[src/rtl/ds_pkg.sv]
package ds_pkg;
  localparam int CSR_W    = 16;
  localparam int B_DSCHG  = 15;
  localparam int B_RING   = 14;
  localparam int B_CTS    = 13;
  localparam int B_CARR   = 12;
  localparam int B_RIE    = 6;
  localparam int B_DSIE   = 5;
  localparam int B_STX    = 3;
  localparam int B_RTS    = 2;
  localparam int B_DTR    = 1;

  typedef struct packed {
    logic dschg;
    logic ring;
    logic cts;
    logic carr;
    logic rie;
    logic dsie;
    logic stx;
    logic rts;
    logic dtr;
    logic irq;
  } ds_state_t;

  typedef struct packed {
    logic rie;
    logic dsie;
    logic stx;
    logic rts;
    logic dtr;
  } ds_wfields_t;
endpackage

[src/rtl/ds_csr_write.sv]
module ds_csr_write
  import ds_pkg::*;
(
  input  logic        wr_en,
  input  logic        modem_en,
  input  logic        line_up,
  input  ds_wfields_t wf,
  input  ds_state_t   st_i,
  output ds_state_t   st_o,
  output logic        hang_o
);
  logic dtr_moves;
  assign dtr_moves = wf.dtr ^ st_i.dtr;

  always_comb begin
    st_o   = st_i;
    hang_o = 1'b0;
    if (wr_en) begin
      st_o.rie = wf.rie;
      if (modem_en) begin
        // interrupt enable gating of a pending change
        if (!wf.dsie) st_o.irq = 1'b0;
        else if (st_i.dschg) st_o.irq = 1'b1;
        if (dtr_moves) begin
          if (wf.dtr && line_up) begin
            st_o.ring  = 1'b0;
            st_o.carr  = 1'b1;
            st_o.cts   = 1'b1;
            st_o.dschg = 1'b1;
            if (wf.dsie) st_o.irq = 1'b1;
          end else begin
            if (line_up) begin
              hang_o = 1'b1;
              if (st_i.carr) begin
                st_o.dschg = 1'b1;
                if (wf.dsie) st_o.irq = 1'b1;
              end
            end
            st_o.carr = 1'b0;
            st_o.ring = 1'b0;
            st_o.cts  = 1'b0;
          end
        end
        st_o.dsie = wf.dsie;
        st_o.stx  = wf.stx;
        st_o.rts  = wf.rts;
        st_o.dtr  = wf.dtr;
      end
    end
  end
endmodule

[src/rtl/ds_remote_event.sv]
module ds_remote_event
  import ds_pkg::*;
(
  input  logic      modem_en,
  input  logic      conn_p,
  input  logic      disc_p,
  input  ds_state_t st_i,
  output ds_state_t st_o
);
  always_comb begin
    st_o = st_i;
    if (modem_en && conn_p) begin
      if (st_i.dtr) begin
        st_o.carr = 1'b1;
        st_o.cts  = 1'b1;
        st_o.ring = 1'b0;
      end else begin
        st_o.ring = 1'b1;
      end
      st_o.dschg = 1'b1;
      if (st_i.dsie) st_o.irq = 1'b1;
    end
    if (modem_en && disc_p) begin
      if (st_o.carr) begin
        st_o.dschg = 1'b1;
        if (st_o.dsie) st_o.irq = 1'b1;
      end
      st_o.carr = 1'b0;
      st_o.ring = 1'b0;
      st_o.cts  = 1'b0;
    end
  end
endmodule

[src/rtl/ds_csr_view.sv]
module ds_csr_view
  import ds_pkg::*;
(
  input  logic             modem_en,
  input  ds_state_t        st,
  output logic [CSR_W-1:0] view
);
  always_comb begin
    view         = '0;
    view[B_RIE]  = st.rie;
    if (modem_en) begin
      view[B_DSCHG] = st.dschg;
      view[B_RING]  = st.ring;
      view[B_CTS]   = st.cts;
      view[B_CARR]  = st.carr;
      view[B_DSIE]  = st.dsie;
      view[B_STX]   = st.stx;
      view[B_RTS]   = st.rts;
      view[B_DTR]   = st.dtr;
    end
  end
endmodule

[src/rtl/dataset_ctl.sv]
module dataset_ctl
  import ds_pkg::*;
(
  input  logic             clk,
  input  logic             rst_n,
  input  logic             modem_en,
  input  logic             line_up,
  input  logic             csr_wr,
  input  logic [CSR_W-1:0] csr_wdata,
  input  logic             csr_rd,
  input  logic             rmt_connect,
  input  logic             rmt_disconnect,
  input  logic             line_clear,
  output logic [CSR_W-1:0] csr_view,
  output logic             hangup_req,
  output logic             ds_irq
);
  ds_state_t   st_q, st_rd, st_wr, st_ev, st_d;
  ds_wfields_t wf;
  logic        hang_c;
  logic        unused_wbits;

  assign wf.rie  = csr_wdata[B_RIE];
  assign wf.dsie = csr_wdata[B_DSIE];
  assign wf.stx  = csr_wdata[B_STX];
  assign wf.rts  = csr_wdata[B_RTS];
  assign wf.dtr  = csr_wdata[B_DTR];
  assign unused_wbits = ^{csr_wdata[CSR_W-1:B_RIE+1], csr_wdata[B_DSIE-1], csr_wdata[0]};

  // read retires the pending change before any new event is applied
  always_comb begin
    st_rd = st_q;
    if (csr_rd) begin
      st_rd.dschg = 1'b0;
      st_rd.irq   = 1'b0;
    end
  end

  ds_csr_write u_wr (
    .wr_en   (csr_wr),
    .modem_en(modem_en),
    .line_up (line_up),
    .wf      (wf),
    .st_i    (st_rd),
    .st_o    (st_wr),
    .hang_o  (hang_c)
  );

  ds_remote_event u_ev (
    .modem_en(modem_en),
    .conn_p  (rmt_connect),
    .disc_p  (rmt_disconnect),
    .st_i    (st_wr),
    .st_o    (st_ev)
  );

  always_comb begin
    st_d = st_ev;
    if (line_clear) begin
      st_d     = '0;
      st_d.dtr = modem_en & st_q.dtr;
    end
  end

  always_ff @(posedge clk or negedge rst_n) begin
    if (!rst_n) begin
      st_q       <= '0;
      hangup_req <= 1'b0;
    end else begin
      st_q       <= st_d;
      hangup_req <= hang_c & ~line_clear;
    end
  end

  ds_csr_view u_view (
    .modem_en(modem_en),
    .st      (st_q),
    .view    (csr_view)
  );

  assign ds_irq = st_q.irq & modem_en;

  // hang-up is a single pulse and leaves DTR low
  a_r4_hangup_single: assert property (@(posedge clk) disable iff (!rst_n)
    hangup_req |=> !hangup_req);
  a_r4_hangup_dtr_low: assert property (@(posedge clk) disable iff (!rst_n)
    hangup_req |-> !st_q.dtr);
  // clear-to-send accompanies carrier detect
  a_r6_cts_with_carr: assert property (@(posedge clk) disable iff (!rst_n)
    st_q.carr |-> st_q.cts);
  // ring and carrier never coexist
  a_r7_ring_excl: assert property (@(posedge clk) disable iff (!rst_n)
    !(st_q.ring && st_q.carr));
  // disconnect drops the line status
  a_r8_disc_drops: assert property (@(posedge clk) disable iff (!rst_n)
    (modem_en && rmt_disconnect) |=> (!st_q.carr && !st_q.ring && !st_q.cts));
  // a lone read retires flag and request
  a_r9_read_retires: assert property (@(posedge clk) disable iff (!rst_n)
    (csr_rd && !csr_wr && !rmt_connect && !rmt_disconnect) |=> (!st_q.dschg && !st_q.irq));
  // line clear drops request and carrier
  a_r11_clear: assert property (@(posedge clk) disable iff (!rst_n)
    line_clear |=> (!st_q.irq && !st_q.carr && !hangup_req));
endmodule

[config.mk]
export PLATFORM = sky130hd
export DESIGN_NAME = dataset_ctl
export DESIGN_NICKNAME = d
export VERILOG_FILES = /design/src/rtl/ds_pkg.sv /design/src/rtl/ds_csr_write.sv /design/src/rtl/ds_remote_event.sv /design/src/rtl/ds_csr_view.sv /design/src/rtl/dataset_ctl.sv
export SDC_FILE = /design/constraint.sdc
export NUM_CORES = 1
export LEC_CHECK = 0
export BUFFER_PORTS_ARGS = -buffer_cell sky130_fd_sc_hd__buf_2
export CAP_MARGIN = 20
export CORE_MARGIN = 4
export CORE_UTILIZATION = 34
export CTS_BUF_LIST = sky130_fd_sc_hd__clkbuf_2
export DETAILED_ROUTE_END_ITERATION = 8
export GPL_TIMING_DRIVEN = 1
export PLACE_DENSITY_LB_ADDON = 0.08
export SLEW_MARGIN = 20
export SYNTH_ARGS = -nofsm -noshare
export SYNTH_HDL_FRONTEND = slang
export SYNTH_HIERARCHICAL = 1
export SYNTH_SLANG_ARGS = --single-unit
[constraint.sdc]
create_clock -name clk -period 2.7 [get_ports clk]
set_clock_uncertainty 0.2 [all_clocks]
set_input_delay 0.27 -clock clk [delete_from_list [all_inputs] [get_ports clk]]
set_output_delay 0.27 -clock clk [all_outputs]
set_load 0.01 [all_outputs]
==> summary.md <==
| Metric | Value |
|---|---|
| CP Depth | 5 |
| Post-synthesis instance total | 90 |
| Initial core utilization | between 30% and 40% |
| Post-Route WL | around 1.6 mm |
| Leakage | ~0.49 nW |
| Max Freq | 541 MHz |
| Top-count cell post-synth | buf_4 |
| Fin. max-slew vios | 0 |
| Clock Latency Late Sink | roughly 0.25 ns |
| Hpwl dp | between 1 and 1.5 mm |
| Register bit total from synthesis | 11 |
| Clk slew on worst S/H paths | 0.11 ns |
| # diodes | 0 |
| Core footprint | 2280 sq um |
| Peak supply drop | roughly 0.16 mV |
| Total Power | approximately 0.36 mW |
| Synth warn | 6 |
| Gp weighted congestion | around 0.68 |
| DR vias | 650 |
| WL per Instance | about 12 microns |
| Grt ovf | 0 |
| Crit share post-route | 68.5% |
| Synth unique cells | 31 |
| Initial antenna violation count | 0 |
| Vias per std cell | approximately 4.8 |
| Register Area | approximately 280 sq um |
| Multi-input combinational cell area | about 460 sq um |
| WP buf/inv | 0 |
| IO Port Bufs | 24 |
| First-pass GRT wire length | between 2 and 3 mm |
| CTS tree | done |
| Cell Rows | 17 |
| Main flop type after synthesis | dfrtp_1 |
| Avg Synthesized Cell Area | approximately 9.3 sq um |
| Critical path capture point type | flop |
| Final ANT Viol Nets | 0 |
| Family with the most delay on the worst path | compound AO/OA/AOI/OAI gates |
| Synth top area share | roughly a third |
| Post-synth EDFFs | 0 |
| Setup crit start kind | flop |
| RSZ-0062 raised after global routing | false |
| Worst reg2reg path depth | 5 |
| Leading area contributor after synthesis | dfrtp_1 |
| Register area share after synthesis | 32.8% |
| Crit Path Max Fanout | 11 |
| Io pins | 43 |
| Die Area | 3320 sq um |
| Fill count | about 230 |
| Final setup viols | 0 |
| GRT Overall Usage | 11.0% |
| Nets | roughly 130 |
| DRT iter0 DRCs | 11 |
| Pin count of the biggest net entering global routing | 23 |
| Pwr Density | ~390 nW/um^2 |
| Sink Count | 11 |
| Cell Area, Synth | 838 sq um |
| Asr flop ratio synth | 100% |
| Chip Width | between 50 and 60 microns |
| DRC Markers | 0 |
| Layout cells sized above 1 | 33.3% |
| Area Growth Syn to Fin | 10.1% |
| Critical path class | reg -> reg |
| Worst path max stage delay | 0.57 ns |
| Worst path slowest cell | dfrtp_1 |
| Clock root buffer master | clkbuf_2 |
| Tmin final | roughly 1.8 ns |
| CTS Buffer Depth | 2 |
| Die height | slightly below 60 microns |
| Num CTS Buffers | 3 |
| Status | finished, final reports clean |
| Max cap viols | 0 |
| Worst hold path depth | 2 |
| Top post-synthesis cells by area | dfrtp_1 33%, buf_4 13%, nor2b_1 8.2% |
| Crit-path cells | o211ai_1 -> a22o_1 -> a21o_1 -> a31o_1 -> nor2b_1 |
| Most frequent cells after synthesis | 15 x buf_4, 11 x dfrtp_1, 11 x nor2b_1 |
| Vias in the first global route | 634 |
| Final Hold Fails | 0 |
| Detailed Routing Iterations Pass 1 | 4 |
| CP required | between 2 and 3 ns |
| CTS H-tree lvls | 1 |
| Worst min-delay path category | in -> reg |
| Critical Path AT | around 1.8 ns |
| Setup TNS | 0 ns |
==> timing repair <==
action                    4_1_cts  5_1_grt
hold buffers                    1        0
buffers inserted                0        0
hold endpoints to repair       11        0
resized for setup               0        0
==> cell type report <==
cell class / instances / area share, %
multi-input cells: 66 / 49.3
flip-flops and latches: 11 / 29.8
repair buffers: 25 / 14.1
well taps: 28 / 3.79
clock buffers: 4 / 2.17
inverters: 2 / 0.813
==> registers in the layout, indices dropped and copies added, names as in the netlist <==
signal      cells
hangup_req      1
st_q           10
==> kinds of logic after synthesis <==
| family | Yosys count | share of synthesized area (%) |
|---|---|---|
| DFF | 11 | 32.8 |
| muxes | 5 | 8.51 |
| other | 1 | 0.447 |
| AOI/OAI and AO/OA | 20 | 16.1 |
| xor gates and xnor gates | 1 | 1.04 |
| buffers and inverters | 19 | 15.5 |
| and+or+nand+nor | 33 | 25.5 |
==> cell usage in the layout, fill, tap and decap left out <==
cell type       n
and3b_1         1
nor3_1          1
a22o_1          2
or3b_1          1
a21o_1          3
and2_1          9
nand2_1         3
conb_1          7
o21ai_1         3
or3_1           1
dlygate4sd3_1   1
nand2_4         1
o21a_1          1
clkbuf_2        4
o21bai_1        1
mux2_2          1
a31o_1          1
a31oi_1         2
inv_1           2
dfrtp_1        11
a21oi_1         4
o311ai_1        1
buf_2          24
o211ai_1        2
and2b_1         1
xnor2_1         1
nor2b_1        11
nand3_2         2
nand2b_1        1
nor2_1          1
mux2_4          4
==> worst paths after layout <==
path	start	end	slack, ns
setup / recovery	st_q[1]	st_q[0]	0.85
hold / removal	line_clear	st_q[0]	0.14
setup reg to reg	st_q[1]	st_q[0]	0.85
hold reg to reg	st_q[5]	st_q[5]	0.43
max in group asynchronous	rst_n	st_q[2]	1.88
min in group asynchronous	rst_n	st_q[7]	0.21
==> metrics by stage <==
| step | instance area [sq um] | setup slack [ns] | utilization (%) | std cells | hold slack [ns] |
|---|---|---|---|---|---|
| after global placement | 893 | 0.744 | 39.3 | 131 | -0.0347 |
| after CTS | 923 | 0.853 | 40.6 | 136 | 0.125 |
| after floorplan | 861 | 1.03 | - | 96 | -0.226 |
| after detailed placement | 893 | 0.746 | 39.3 | 131 | -0.0395 |
| final | 923 | 0.852 | 40.6 | 136 | 0.141 |
| after global routing | 923 | 0.750 | 40.6 | 136 | 0.132 |
==> report_power, final <==
group	leakage [nW]	internal [mW]	total (mW)	switching (mW)
clock	0.0166	0.0393	0.0937	0.0544
combinational	0.325	0.0408	0.0858	0.0450
sequential	0.149	0.173	0.180	0.00720
==> routing by layer <==
metal	share of wire [%]	vias to the layer above	GRT usage, %
li1	-	323	-
met2	44	27	16.1
met1	46	298	14.8
met3	9.6	2	2.45
met5	0	-	0
met4	0.62	0	5.96
No activity file was read; power rests on OpenSTA's default activity.
